**config.mk**
```make
export PLATFORM = sky130hd
export DESIGN_NAME = mem_stage_serializer
export DESIGN_NICKNAME = d
export VERILOG_FILES = /design/src/rtl/mss_pkg.sv /design/src/rtl/mss_port_timer.sv /design/src/rtl/mss_retire.sv /design/src/rtl/mem_stage_serializer.sv
export SDC_FILE = /design/constraint.sdc
export NUM_CORES = 1
export LEC_CHECK = 0
export ABC_CLOCK_PERIOD_IN_PS = 1640
export BUFFER_PORTS_ARGS = -buffer_cell sky130_fd_sc_hd__buf_2
export CAP_MARGIN = 20
export CORE_MARGIN = 5
export CORE_UTILIZATION = 45
export CTS_BUF_LIST = sky130_fd_sc_hd__clkbuf_8 sky130_fd_sc_hd__clkbuf_16
export DETAILED_ROUTE_END_ITERATION = 8
export GPL_TIMING_DRIVEN = 0
export HOLD_SLACK_MARGIN = 0.1
export PLACE_DENSITY = 0.85
export SLEW_MARGIN = 15
export SYNTH_ARGS = -nofsm -noshare
export SYNTH_HDL_FRONTEND = slang
export SYNTH_SLANG_ARGS = --single-unit
export TNS_END_PERCENT = 5
```
**constraint.sdc**
```tcl
create_clock -name clk -period 1.64 [get_ports clk]
set_input_delay 0.082 -clock clk [delete_from_list [all_inputs] [get_ports clk]]
set_output_delay 0.082 -clock clk [all_outputs]
set_load 0.005 [all_outputs]
```
**src/rtl/mss_pkg.sv**
```systemverilog
package mss_pkg;

  // Extra cycles an access occupies the port beyond its first cycle.
  function automatic int access_extra(input logic miss, input int miss_cyc, input int hit_cyc);
    return miss ? (miss_cyc - 1) : (hit_cyc - 1);
  endfunction

  function automatic int cnt_width(input int miss_cyc, input int hit_cyc);
    int m;
    m = (miss_cyc > hit_cyc) ? miss_cyc : hit_cyc;
    return (m <= 2) ? 1 : $clog2(m);
  endfunction

endpackage

```
**src/rtl/mss_port_timer.sv**
```systemverilog
module mss_port_timer #(
  parameter int CW = 3
) (
  input  logic          clk,
  input  logic          rst,
  input  logic          load,
  input  logic [CW-1:0] load_val,
  input  logic          handoff,
  input  logic [CW-1:0] handoff_val,
  output logic [CW-1:0] cnt,
  output logic          cnt_zero
);

  always_ff @(posedge clk) begin
    if (rst)                cnt <= '0;
    else if (load)          cnt <= load_val;
    else if (cnt != '0)     cnt <= cnt - 1'b1;
    else if (handoff)       cnt <= handoff_val;
  end

  assign cnt_zero = (cnt == '0);

  // an access in progress counts down one step per cycle
  p_count_down_r4: assert property (@(posedge clk) disable iff (rst)
    (cnt != '0) |=> (cnt == $past(cnt) - 1'b1));

endmodule

```
**src/rtl/mss_retire.sv**
```systemverilog
module mss_retire (
  input  logic       clk,
  input  logic       rst,
  input  logic [1:0] v,
  input  logic [1:0] mem,
  input  logic       cnt_zero,
  output logic [1:0] leave,
  output logic       handoff,
  output logic       stay
);

  logic act0, act1, done0, done1;

  always_comb begin
    act0    = v[0] & mem[0];
    act1    = v[1] & mem[1] & ~act0;
    done0   = v[0] & (~mem[0] | cnt_zero);
    done1   = v[1] & (~mem[1] | (act1 & cnt_zero));
    leave[0] = done0;
    leave[1] = done1 & (done0 | ~v[0]);
    handoff  = act0 & done0 & v[1] & mem[1];
    stay     = (v[0] & ~leave[0]) | (v[1] & ~leave[1]);
  end

  // lane 1 never overtakes a held lane 0
  p_order_r6: assert property (@(posedge clk) disable iff (rst)
    (leave[1] && !leave[0]) |-> !v[0]);

  // two memory accesses never finish in the same cycle
  p_serial_r5: assert property (@(posedge clk) disable iff (rst)
    (leave == 2'b11) |-> !(mem[0] && mem[1]));

endmodule

```
**src/rtl/mem_stage_serializer.sv**
```systemverilog
module mem_stage_serializer #(
  parameter int TAG_W    = 8,
  parameter int MISS_CYC = 6,
  parameter int HIT_CYC  = 1
) (
  input  logic             clk,
  input  logic             rst,
  input  logic [1:0]       in_v,
  input  logic [1:0]       in_mem,
  input  logic [1:0]       in_miss,
  input  logic [TAG_W-1:0] in_tag0,
  input  logic [TAG_W-1:0] in_tag1,
  output logic             in_ready,
  output logic [1:0]       wb_v,
  output logic [TAG_W-1:0] wb_tag0,
  output logic [TAG_W-1:0] wb_tag1
);
  import mss_pkg::*;

  localparam int CW = cnt_width(MISS_CYC, HIT_CYC);

  logic [1:0]       v_q, mem_q, miss_q;
  logic [TAG_W-1:0] tag0_q, tag1_q;
  logic [CW-1:0]    cnt, load_val, handoff_val;
  logic             cnt_zero, handoff, stay;
  logic [1:0]       leave;

  // First memory access among the incoming pair takes the port at once.
  always_comb begin
    if (in_v[0] && in_mem[0])      load_val = CW'(access_extra(in_miss[0], MISS_CYC, HIT_CYC));
    else if (in_v[1] && in_mem[1]) load_val = CW'(access_extra(in_miss[1], MISS_CYC, HIT_CYC));
    else                           load_val = '0;
    handoff_val = CW'(access_extra(miss_q[1], MISS_CYC, HIT_CYC));
  end

  assign in_ready = ~stay;

  always_ff @(posedge clk) begin
    if (rst) begin
      v_q    <= '0;
      mem_q  <= '0;
      miss_q <= '0;
      tag0_q <= '0;
      tag1_q <= '0;
    end else if (in_ready) begin
      v_q    <= in_v;
      mem_q  <= in_mem;
      miss_q <= in_miss;
      tag0_q <= in_tag0;
      tag1_q <= in_tag1;
    end else begin
      v_q <= v_q & ~leave;
    end
  end

  mss_port_timer #(.CW(CW)) u_timer (
    .clk(clk), .rst(rst), .load(in_ready), .load_val(load_val),
    .handoff(handoff), .handoff_val(handoff_val),
    .cnt(cnt), .cnt_zero(cnt_zero)
  );

  mss_retire u_retire (
    .clk(clk), .rst(rst), .v(v_q), .mem(mem_q), .cnt_zero(cnt_zero),
    .leave(leave), .handoff(handoff), .stay(stay)
  );

  assign wb_v    = leave;
  assign wb_tag0 = tag0_q;
  assign wb_tag1 = tag1_q;

  // a stalled stage keeps its held tags
  p_stall_hold_r7: assert property (@(posedge clk) disable iff (rst)
    !in_ready |=> ($stable(tag0_q) && $stable(tag1_q)));

  // a lane-0 hit leaves in the first cycle
  p_hit_one_r3: assert property (@(posedge clk) disable iff (rst)
    (in_ready && in_v[0] && in_mem[0] && !in_miss[0]) |=> wb_v[0]);

  // a pair of non-memory instructions leaves together at once
  p_nonmem_pass_r2: assert property (@(posedge clk) disable iff (rst)
    (in_ready && in_v == 2'b11 && in_mem == 2'b00) |=> (wb_v == 2'b11));

endmodule

```
-- Word-level counts from Yosys, hierarchy flattened
Index checks and enable logic that the tools add are counted.
- register bits: 25
- word-level logic and storage cells: 46
- bitwise operators: 25
- muxes and demuxes: 9
- reductions and logical operators: 4
- equality and inequality tests: 1
- add/subtract/negate cells: 1
- operators with widths (operator ; number):
    2-to-1 mux 3 bit ; 8
    bitwise AND 1 bit ; 12
    inverter 1 bit ; 7
    bitwise OR 1 bit ; 4
    zero test 3 bit ; 1
    inequality test 3 x 2 -> 1 bit, second input constant ; 1
    nonzero test 3 bit ; 1
    subtractor 3 x 1 -> 3 bit, second input constant ; 1
    bitwise AND 2 bit ; 1
    logical AND 1 bit ; 2
    2-to-1 mux 2 bit ; 1
    inverter 2 bit ; 1

-- Depth between registers and ports, before layout
Gate-level depths: netlist (run 1).
- depth in word-level cells: 11
- depth in mapped cells: 7
- gate-level depth less buffers: 5

-- Modules after synthesis
A second synthesis (run 1) with hierarchy kept.
- cells, all modules: 111
- area total of the unflattened synthesis: 1124.8 µm²
- modules (own cells, without submodules) (module ; cells each ; instances ; area an instance (µm²)):
    mem_stage_serializer ; 75 ; 1 ; 835.8
    mss_port_timer ; 25 ; 1 ; 224.0
    mss_retire ; 11 ; 1 ; 65.1

-- Least setup slack after synthesis (run 1)
Ideal clock, no wire load.
- kind: reg2reg
- start: reg u_timer.cnt[1]
- end: reg mem_q[1]
- cell stages (with the launch flop): 7
- data required time: 1.512 ns
- period minus slack after synthesis: 1.391 ns
- setup slack: 0.249 ns
- data arrival time: 1.264 ns
- library setup time: 0.128 ns
- buffers on the path: 2
- path through: dfxtp_1 -> buf_2 -> o311ai_2 -> o21ai_2 -> buf_2 -> o22ai_1 -> nor2_1
- longest elaborated chain between the ends: 8
- elaborated cells between the ends (all ways): 13
- classes of those cells: bitwise (12); reduce/logical (1)
- RTL lines (what ; line ; source):
    start: declaration ; mss_port_timer.sv:10 ; output logic [CW-1:0] cnt,
    start signal: assignment ; mss_port_timer.sv:16 ; else if (load) cnt <= load_val;
    start signal: assignment ; mss_port_timer.sv:17 ; else if (cnt != '0) cnt <= cnt - 1'b1;
    start signal: assignment ; mss_port_timer.sv:18 ; else if (handoff) cnt <= handoff_val;
    zero test 3 bit (*) ; mss_port_timer.sv:21 ; assign cnt_zero = (cnt == '0);
    bitwise AND 1 bit or bitwise OR 1 bit (tied branches) ; mss_retire.sv:18, mss_retire.sv:17 ;
    bitwise OR 1 bit or bitwise AND 1 bit (tied branches) ; mss_retire.sv:18, mss_retire.sv:17 ;
    bitwise AND 1 bit or bitwise OR 1 bit (tied branches) ; mss_retire.sv:18, mss_retire.sv:20 ;
    bitwise AND 1 bit ; mss_retire.sv:20 ; leave[1] = done1 & (done0 | ~v[0]);
    inverter 1 bit ; mss_retire.sv:22 ; stay = (v[0] & ~leave[0]) | (v[1] & ~leave[1]);
    bitwise AND 1 bit ; mss_retire.sv:22 ;
    bitwise OR 1 bit (*) ; mss_retire.sv:22 ;
    end signal: assignment ; mem_stage_serializer.sv:47 ; mem_q <= in_mem;
    end: declaration ; mem_stage_serializer.sv:22 ; logic [1:0] v_q, mem_q, miss_q;
Mark *: on every way between the ends. The rest lies on a longest branch, timed or not.
A chain may end at the register's enable or synchronous reset.

-- Worst setup path in the final report (run 1)
- start: reg u_timer.cnt[0]
- end: out in_ready
- longest elaborated chain between the ends: 9
- elaborated cells between the ends (all ways): 14
- classes of those cells: bitwise (13); reduce/logical (1)
- RTL lines (what ; line ; source):
    zero test 3 bit (*) ; mss_port_timer.sv:21 ;
    bitwise AND 1 bit or bitwise OR 1 bit (tied branches) ; mss_retire.sv:18, mss_retire.sv:17 ;
    bitwise OR 1 bit or bitwise AND 1 bit (tied branches) ; mss_retire.sv:18, mss_retire.sv:17 ;
    bitwise AND 1 bit or bitwise OR 1 bit (tied branches) ; mss_retire.sv:18, mss_retire.sv:20 ;
    bitwise AND 1 bit ; mss_retire.sv:20 ;
    inverter 1 bit ; mss_retire.sv:22 ;
    bitwise AND 1 bit ; mss_retire.sv:22 ;
    bitwise OR 1 bit (*) ; mss_retire.sv:22 ;
    inverter 1 bit (*) ; mem_stage_serializer.sv:36 ; assign in_ready = ~stay;
    end: declaration ; mem_stage_serializer.sv:13 ; output logic in_ready,
Marked as above.

==> results.cfg, run 1 <==
[floorplanning]
rows = 16
die_h_um = 56.1
io_pins = 43
dieArea_um2 = 3140
design.core.area_um2 = 2000
start_util_pct = 47.7
die_w_um = 56.1

[final_layout]
final_area_um2 = 1530
register_area_um2 = 488
drive_gt1_share_pct = 35.4
fin_nets = 215
layout-area-overhead-vs-synth_pct = 60.0
antenna_cells = 0
n_fill_cell = 137
multi_input_area_um2 = 433

[yosys]
avgSynthCellArea_um2 = 8.16
yosys_warnings = 0
synth-seq-area-share_pct = 50.3
synthCells = 117
ys_seq_elements = 24
synth_nets = 141
syn_area_um2 = 955
ys_types = 26

[global_routing]
grt_pass1_wl_mm = 4.84
grt_pass1_vias = 1039
antenna_found_initial = 0
grt_max_degree = 13
grt-ovfl-total = 0
grt_use_total_pct = 19.0

[setup_path]
required_ps = 1560
critPathMaxFanout = 7
critPathArrivalTime_ps = 1480
critPathLaunchType = flip-flop
crit_slowest_cell = dfxtp_4
critPathBufInv = 3
max_stage_delay_ps = 390
critPathKind = reg -> out
end_kind = output pin
path_cells = o311ai_4 > o21ai_2 > inv_2 > buf_6 > buf_2
cp_top_family = compound AO/OA/AOI/OAI gates

[clock_tree]
ctsHtreeMaxLevel = 1
clock-sinks = 24
cts_tree = built
ctsLongestPathBuffers = 2
root_buffer = clkbuf_8
numCtsBuffers = 3
clkTransAtPathRegs_ps = 80
worst_skew_pair.late_latency_ps = 260

[drt]
detail_route.vias_per_cell = 4.96
wirelength_mm = 2.81
vias = 1072
wl_per_cell_um = 13.0
drc = 0
drtPass1Iterations = 4
ant_nets = 0
drt_iter0_drc = 32

[timing]
layout_min_cycle_time_ps = 1560
fmax_mhz = 642
hold_ws_ps = 120
setup_violations = 0
grt_setup_unrepaired = yes
worstMarginPinSlew_ps = 473
hold_viol_final = 0
skew_ps = 4.87
slew_headroom_pct = 68.5
final.setup.worst_slack_ps = 82.6
fin_crit_sh_pct = 95.0
slew_violations = 0
fin_tns_setup_ps = 0

[outcome]
status = complete, no violations

[hold_path]
hp-class = in -> reg

[place]
port_buffers = 42
place_area_um2 = 1200
pre_cts_ws_ps = 81.8
place_congestion = 0.774
hpwlAfterDp_mm = 1.77

[power]
power.density_nw_per_um2 = 758
power_leakage_nw = 0.717
ir_drop_v = 0.000591

[job]
maxCapViolCount = 0
synth_stat cells, drive strengths merged:
cell	number	area [µm²]
inv	3	11.3
nand2	36	135
clkbuf	2	7.51
nand3	1	5.00
nor3	2	10.0
o311ai	1	16.3
and3	1	6.26
a22oi	1	7.51
nor3b	1	7.51
o21ai	4	27.5
dfxtp	24	480
or3	1	6.26
nor4b	1	8.76
nor2	4	15.0
or2	1	6.26
a21oi	22	110
o22ai	2	12.5
a2111oi	1	15.0
o21a	1	7.51
buf	6	45.0
and2	1	6.26
o31ai	1	7.51
cells in the final DEF (no fill, tap or decap), types with 2 or more instances in the layout:
cell type and n:
clkbuf_8 3, o21ai_2 2, buf_2 44, dfxtp_2 3, a21oi_1 22, clkbuf_1 2, buf_4 8, nor2_1 4
buf_6 2, dlygate4sd3_1 21, inv_1 2, nor3_1 2, dfxtp_1 20, o22ai_1 2, nand2_1 36
layout make-up:
class                      instances  share of cell area (%)
tap                               27                    2.21
buffer                             7                    3.11
clock buffer                       3                    2.70
sequential                        24                    31.9
multi-input combinational         82                    28.3
timing repair buffer              70                    31.0
inverter                           3                   0.737
report_power, final:
part	total (mW)	internal [mW]	switching, mW
Combinational	0.187	0.110	0.0771
Clock	0.326	0.164	0.163
Sequential	0.644	0.616	0.0273
Total	1.16	0.890	0.267
cells by family (layout without fill, tap and decap cells):
logic type	count (synthesis)	count (layout)	synth area share, %
and+or+nand+nor	49	49	21.6
AOI/OAI and AO/OA	33	33	21.4
DFF	24	24	50.3
buffers and inverters	11	83	6.68
final timing paths:
path | end | cells after the start | from | slack [ps]
max | in_ready | 5 | u_timer.cnt[0]$_SDFFE_PP0P_ | 80
min | mem_q[0]$_SDFFE_PP0P_ | 3 | in_mem[0] | 120
max reg2reg | u_timer.cnt[2]$_SDFFE_PP0P_ | 7 | u_timer.cnt[0]$_SDFFE_PP0P_ | 120
min reg2reg | wb_tag0[5]$_SDFFE_PP0P_ | 2 | wb_tag0[5]$_SDFFE_PP0P_ | 450
sequential cells by signal, indices dropped and copies added (netlist names):
signal	flops
mem_q	2
miss_q	1
u_timer.cnt	3
v_q	2
wb_tag0	8
wb_tag1	8
stage by stage:
step	util [%]	total power, mW	instances
CTS	73.7	1.15	210
finish	76.3	1.16	216
floorplan	-	0.716	117
global placement	59.9	0.781	186
detailed placement	59.9	0.789	186
global route	76.3	1.22	216
repair_timing:
| action | 4_1_cts | 5_1_grt |
|---|---|---|
| hold buffers | 21 | 0 |
| hold endpoints to repair | 21 | 0 |
| buffers inserted | 0 | 7 |
| endpoints found under the setup margin | 2 | 2 |
| resized for setup | 4 | 4 |
| pin swaps | 2 | 3 |
worst reg2reg max path, delay by kind of cell (launching register included):
family          cells  cell delay (ps)
flops               1              390
compound gates      4              720
buf+inv             3              340
routing by layer:
metal	wire length [µm]	GRT usage [%]	up-vias	share of wire, %
met5	0	0	-	0
met4	7	5.42	0	0.25
met3	201	5.34	2	7.2
met2	1420	32.7	39	51
met1	1180	22.8	494	42
li1	-	-	537	-
No activity file was read; power rests on OpenSTA's default activity.
==> run 2, diff against run 1 <==
RECOVER_POWER = 25   (was unset)
==> run 2 against run 1 <==
Against the previous run: cell count did not move; global-route usage unchanged; combinational power about the same; clock power about the same; highest routed layer unchanged; clock-buffer cell count is the same; core utilization is 0.31 points lower; via count about the same; total power about the same; maximum frequency grew 0.24%; setup slack better by 3.7 ps; first-iteration DRC count is 9.4% lower.
==> results.cfg, run 2 (same netlist as run 1, synthesis figures left out) <==
[outcome]
status = complete, no violations

[final_layout]
final_area_um2 = 1520
antenna_cells = 0
fin_nets = 215
final_cell_mix = buf_2 (39), nand2_1 (36), a21oi_1 (22)
layout_commonest_cell = buf_2
drive_gt1_share_pct = 32.8
layout-area-overhead-vs-synth_pct = 59.4
n_fill_cell = 141

[timing]
skew_ps = 4.07
worstMarginPinSlew_ps = 470
layout_min_cycle_time_ps = 1550
setup_violations = 0
slew_violations = 0
fmax_mhz = 644
fin_crit_sh_pct = 94.7
hold_viol_final = 0
fin_tns_setup_ps = 0
slew_headroom_pct = 68.7
grt_setup_unrepaired = yes
final.setup.worst_slack_ps = 86.2

[clock_tree]
worst_skew_pair.late_latency_ps = 260
ctsLongestPathBuffers = 2
ctsHtreeMaxLevel = 1
clock-sinks = 24
root_buffer = clkbuf_8
cts_tree = built
numCtsBuffers = 3
clkTransAtPathRegs_ps = 80

[drt]
drc = 0
wirelength_mm = 2.83
detail_route.vias_per_cell = 4.96
vias = 1071
wl_per_cell_um = 13.1
drtPass1Iterations = 4
drt_iter0_drc = 29
ant_nets = 0

[setup_path]
timing.rr.start = u_timer.cnt[0]$_SDFFE_PP0P_
critPathLaunchType = flip-flop
required_ps = 1560
critPathArrivalTime_ps = 1470
end_kind = output pin
critPathMaxFanout = 7
reg2reg_depth = 7
reg2reg_to = u_timer.cnt[2]$_SDFFE_PP0P_
rrSetupSlack_ps = 130
critPathKind = reg -> out

[floorplanning]
die_w_um = 56.1
design.core.area_um2 = 2000
io_pins = 43
start_util_pct = 47.7
dieArea_um2 = 3140
rows = 16
die_h_um = 56.1

[global_routing]
grt_pass1_vias = 1039
grt_use_total_pct = 19.0
antenna_found_initial = 0
grt-ovfl-total = 0
grt_max_degree = 13
grt_pass1_wl_mm = 4.84

[hold_path]
hp-class = in -> reg
whs_path_depth = 3
worstHoldStart = in_mem[0]
holdPathEnd = mem_q[0]$_SDFFE_PP0P_

[place]
port_buffers = 42
pre_cts_ws_ps = 81.8
hpwlAfterDp_mm = 1.77
place_area_um2 = 1200
place_congestion = 0.774

[power]
power_mw = 1.16
power.density_nw_per_um2 = 761
power_leakage_nw = 0.699
ir_drop_v = 0.000591

[job]
maxCapViolCount = 0
[run 2: cell types whose count changed in the layout (fill, tap and decap cells not counted)]
cell and change:
clkbuf_1 +5, buf_2 -5
[run 2: metrics by stage]
step	hold WS (ps)	util (%)	std cells
after floorplan	151	-	117
after global placement	322	59.9	186
after detailed placement	330	59.9	186
after CTS	105	73.7	210
after global routing	180	76.0	216
final	118	76.0	216
[run 2: per-layer routing]
metal / global-route usage [%] / part of all wire, %
met1: 22.8 / 42
met2: 32.7 / 50
met3: 5.34 / 7.3
met4: 5.42 / 0.25
met5: 0 / 0
[run 2: repair_timing]
action	4_1_cts	5_1_grt
pin swaps	2	3
hold endpoints to repair	21	0
setup buffers	0	7
resized for setup	4	4
hold buffers	21	0
setup endpoints to repair	2	2
[run 2: cell type report]
| type | count | area [µm²] | area share, % |
|---|---|---|---|
| sequential | 24 | 488 | 32.1 |
| timing repair buffer | 70 | 467 | 30.7 |
| multi-input combinational | 82 | 433 | 28.5 |
| buffer | 7 | 47.5 | 3.12 |
| clock buffer | 3 | 41.3 | 2.71 |
| tap | 27 | 33.8 | 2.22 |
| inverter | 3 | 11.3 | 0.740 |
[run 2: worst max-delay path: stages, from the launching register on]
cell,delay (ps)
dfxtp_4,390
o311ai_4,370
o21ai_2,130
inv_2,100
buf_6,120
buf_2,110
[run 2: where the power goes]
group	leakage, nW	switching (mW)	internal (mW)
clock network	0.0216	0.164	0.164
registers	0.201	0.0275	0.616
logic	0.477	0.0774	0.108
[run 2: worst max path at each step]
stage	startpoint	endpoint	depth (start not counted)
2_1_floorplan	u_timer.cnt[1]$_SDFFE_PP0P_	mem_q[1]$_SDFFE_PP0P_	6
3_3_place_gp	u_timer.cnt[1]$_SDFFE_PP0P_	mem_q[0]$_SDFFE_PP0P_	6
3_5_place_dp	u_timer.cnt[1]$_SDFFE_PP0P_	mem_q[0]$_SDFFE_PP0P_	6
4_1_cts	u_timer.cnt[1]$_SDFFE_PP0P_	wb_v[1]	5
5_1_grt	u_timer.cnt[0]$_SDFFE_PP0P_	in_ready	5
6_report	u_timer.cnt[0]$_SDFFE_PP0P_	in_ready	5
==> run 3, diff against run 2 <==
==> constraint.sdc (replaced) <==
create_clock -name clk -period 1.64 [get_ports clk]
set_input_delay 0.246 -clock clk [delete_from_list [all_inputs] [get_ports clk]]
set_output_delay 0.246 -clock clk [all_outputs]
set_load 0.005 [all_outputs]
==> run 3 against run 2 <==
Against the previous run: design area fell by 13%; largest power group unchanged; critical path type unchanged; sequential power down 0.8%; via count down 8.4%; the flow now finishes with violations (negative setup slack); highest routed layer unchanged.
==> results.cfg, run 3 (same netlist as run 1, synthesis figures left out) <==
[final_layout]
fin_util_pct = 66.0
drive_gt1_share_pct = 38.1
layout-area-overhead-vs-synth_pct = 38.4
final_area_um2 = 1320
antenna_cells = 0
fin_nets = 194
final_cell_mix = buf_2 (39), nand2_1 (36), a21oi_1 (22)
layout_commonest_cell = buf_2

[setup_path]
rrSetupSlack_ps = 120
required_ps = 1390
crit_slowest_cell = a2111oi_4
critPathLaunch = u_timer.cnt[0]$_SDFFE_PP0P_
max_stage_delay_ps = 380
timing.rr.start = u_timer.cnt[0]$_SDFFE_PP0P_
critPathMaxFanout = 4
critPathKind = reg -> out
critPathArrivalTime_ps = 1410
worstSetupEndpoint = wb_v[1]
path_cells = a2111oi_4 > o21ai_1 > nor2_1 > buf_2
reg2reg_depth = 7
critPathLaunchType = flip-flop
reg2reg_to = u_timer.cnt[2]$_SDFFE_PP0P_
end_kind = output pin

[clock_tree]
ctsLongestPathBuffers = 2
root_buffer = clkbuf_8
ctsHtreeMaxLevel = 1
cts_tree = built
numCtsBuffers = 3
clock-sinks = 24
clkTransAtPathRegs_ps = 70
worst_skew_pair.late_latency_ps = 260

[power]
power.density_nw_per_um2 = 844
power_leakage_nw = 0.622
pwr-share-clk_pct = 28.9
power_mw = 1.11
ir_drop_v = 0.000520
p_sw_share_pct = 23.0
intPower_uw = 859
p_switching_uw = 256
comb_power_share_pct = 13.8
seq_power_share_pct = 57.3

[drt]
wirelength_mm = 2.49
vias = 981
drc = 0
ant_nets = 0
wl_per_cell_um = 12.8
drtPass1Iterations = 4
detail_route.vias_per_cell = 5.03
drt_iter0_drc = 36

[global_routing]
grt_use_total_pct = 17.0
grt-ovfl-total = 0
grt_pass1_wl_mm = 4.35
grt_pass1_vias = 971
grt_max_degree = 13
antenna_found_initial = 0

[timing]
final.setup.worst_slack_ps = -16.1
setup_violations = 1
slew_headroom_pct = 70.3
layout_min_cycle_time_ps = 1660
slew_violations = 0
fin_crit_sh_pct = 101
worstMarginPinSlew_ps = 446
fmax_mhz = 604
grt_setup_unrepaired = yes
hold_viol_final = 0
skew_ps = 4.82

[floorplanning]
die_h_um = 56.1
io_pins = 43
design.core.area_um2 = 2000
rows = 16
die_w_um = 56.1
dieArea_um2 = 3140
start_util_pct = 47.7

[job]
maxCapViolCount = 0

[hold_path]
hp-class = in -> reg

[place]
hpwlAfterDp_mm = 1.77
port_buffers = 42
pre_cts_ws_ps = 25.4
place_congestion = 0.774
place_area_um2 = 1200

[outcome]
status = complete, but fails checks
violations = negative setup slack
## run 3: changes by cell type in the layout (fill, tap and decap cells not counted)
cell,before,now
dfxtp_4,1,3
dlygate4sd3_1,21,0
dfxtp_1,20,19
clkbuf_1,7,6
buf_4,8,9
dfxtp_2,3,2
## run 3: routing by layer
layer / wire length [µm] / up-vias / global-route usage (%) / part of all wire [%]
met5: 0 / - / 0 / 0
met4: 7 / 0 / 5.42 / 0.28
met3: 183 / 2 / 5.10 / 7.4
met2: 1240 / 33 / 29.4 / 50
met1: 1050 / 450 / 19.9 / 42
li1: - / 496 / - / -
## run 3: area by class of cell
type / count / area, µm²
inverter: 3 / 11.3
clock buffer: 3 / 41.3
multi-input combinational: 82 / 433
timing repair buffer: 50 / 272
sequential: 24 / 494
tap: 27 / 33.8
fill: 179 / 681
buffer: 6 / 36.3
## run 3: per-stage QoR
| stage | TNS [ps] | std cells | hold slack [ps] |
|---|---|---|---|
| 2_1_floorplan | 0 | 117 | 315 |
| 6_report | -16.1 | 195 | 222 |
| 5_1_grt | -174 | 195 | 206 |
| 3_5_place_dp | 0 | 186 | 445 |
| 3_3_place_gp | 0 | 186 | 439 |
| 4_1_cts | -38.0 | 193 | 221 |
## run 3: worst min path at each step
stage,startpoint,slack (ps),depth (start not counted),end
floorplan,rst,320,1,v_q[0]$_SDFF_PP0_
global placement,wb_tag1[3]$_SDFFE_PP0P_,440,2,wb_tag1[3]$_SDFFE_PP0P_
detailed placement,wb_tag0[5]$_SDFFE_PP0P_,450,2,wb_tag0[5]$_SDFFE_PP0P_
CTS,in_tag0[5],220,3,wb_tag0[5]$_SDFFE_PP0P_
global route,in_tag1[3],210,3,wb_tag1[3]$_SDFFE_PP0P_
finish,in_tag0[5],220,3,wb_tag0[5]$_SDFFE_PP0P_
## run 3: power by group through the flow
stage	combinational, mW	sequential [mW]	clock [mW]
6_report	0.154	0.639	0.322
5_1_grt	0.172	0.643	0.364
4_1_cts	0.150	0.640	0.332
3_5_place_dp	0.137	0.652	0
3_3_place_gp	0.131	0.650	0
2_1_floorplan	0.0634	0.653	0
## run 3: worst max-delay path: cells and delay by family, from the launching register on
family	cells	cell delay [ps]
buf+inv	1	130
simple gates	1	130
compound gates	2	520
flops	1	370
## run 3: what timing repair did
item / in CTS / in global routing
setup endpoints to repair: 2 / 3
pin swaps: 3 / 3
gates cloned: 0 / 0
hold buffers: 0 / 0
gates resized for setup: 10 / 2
buffers inserted: 5 / 3
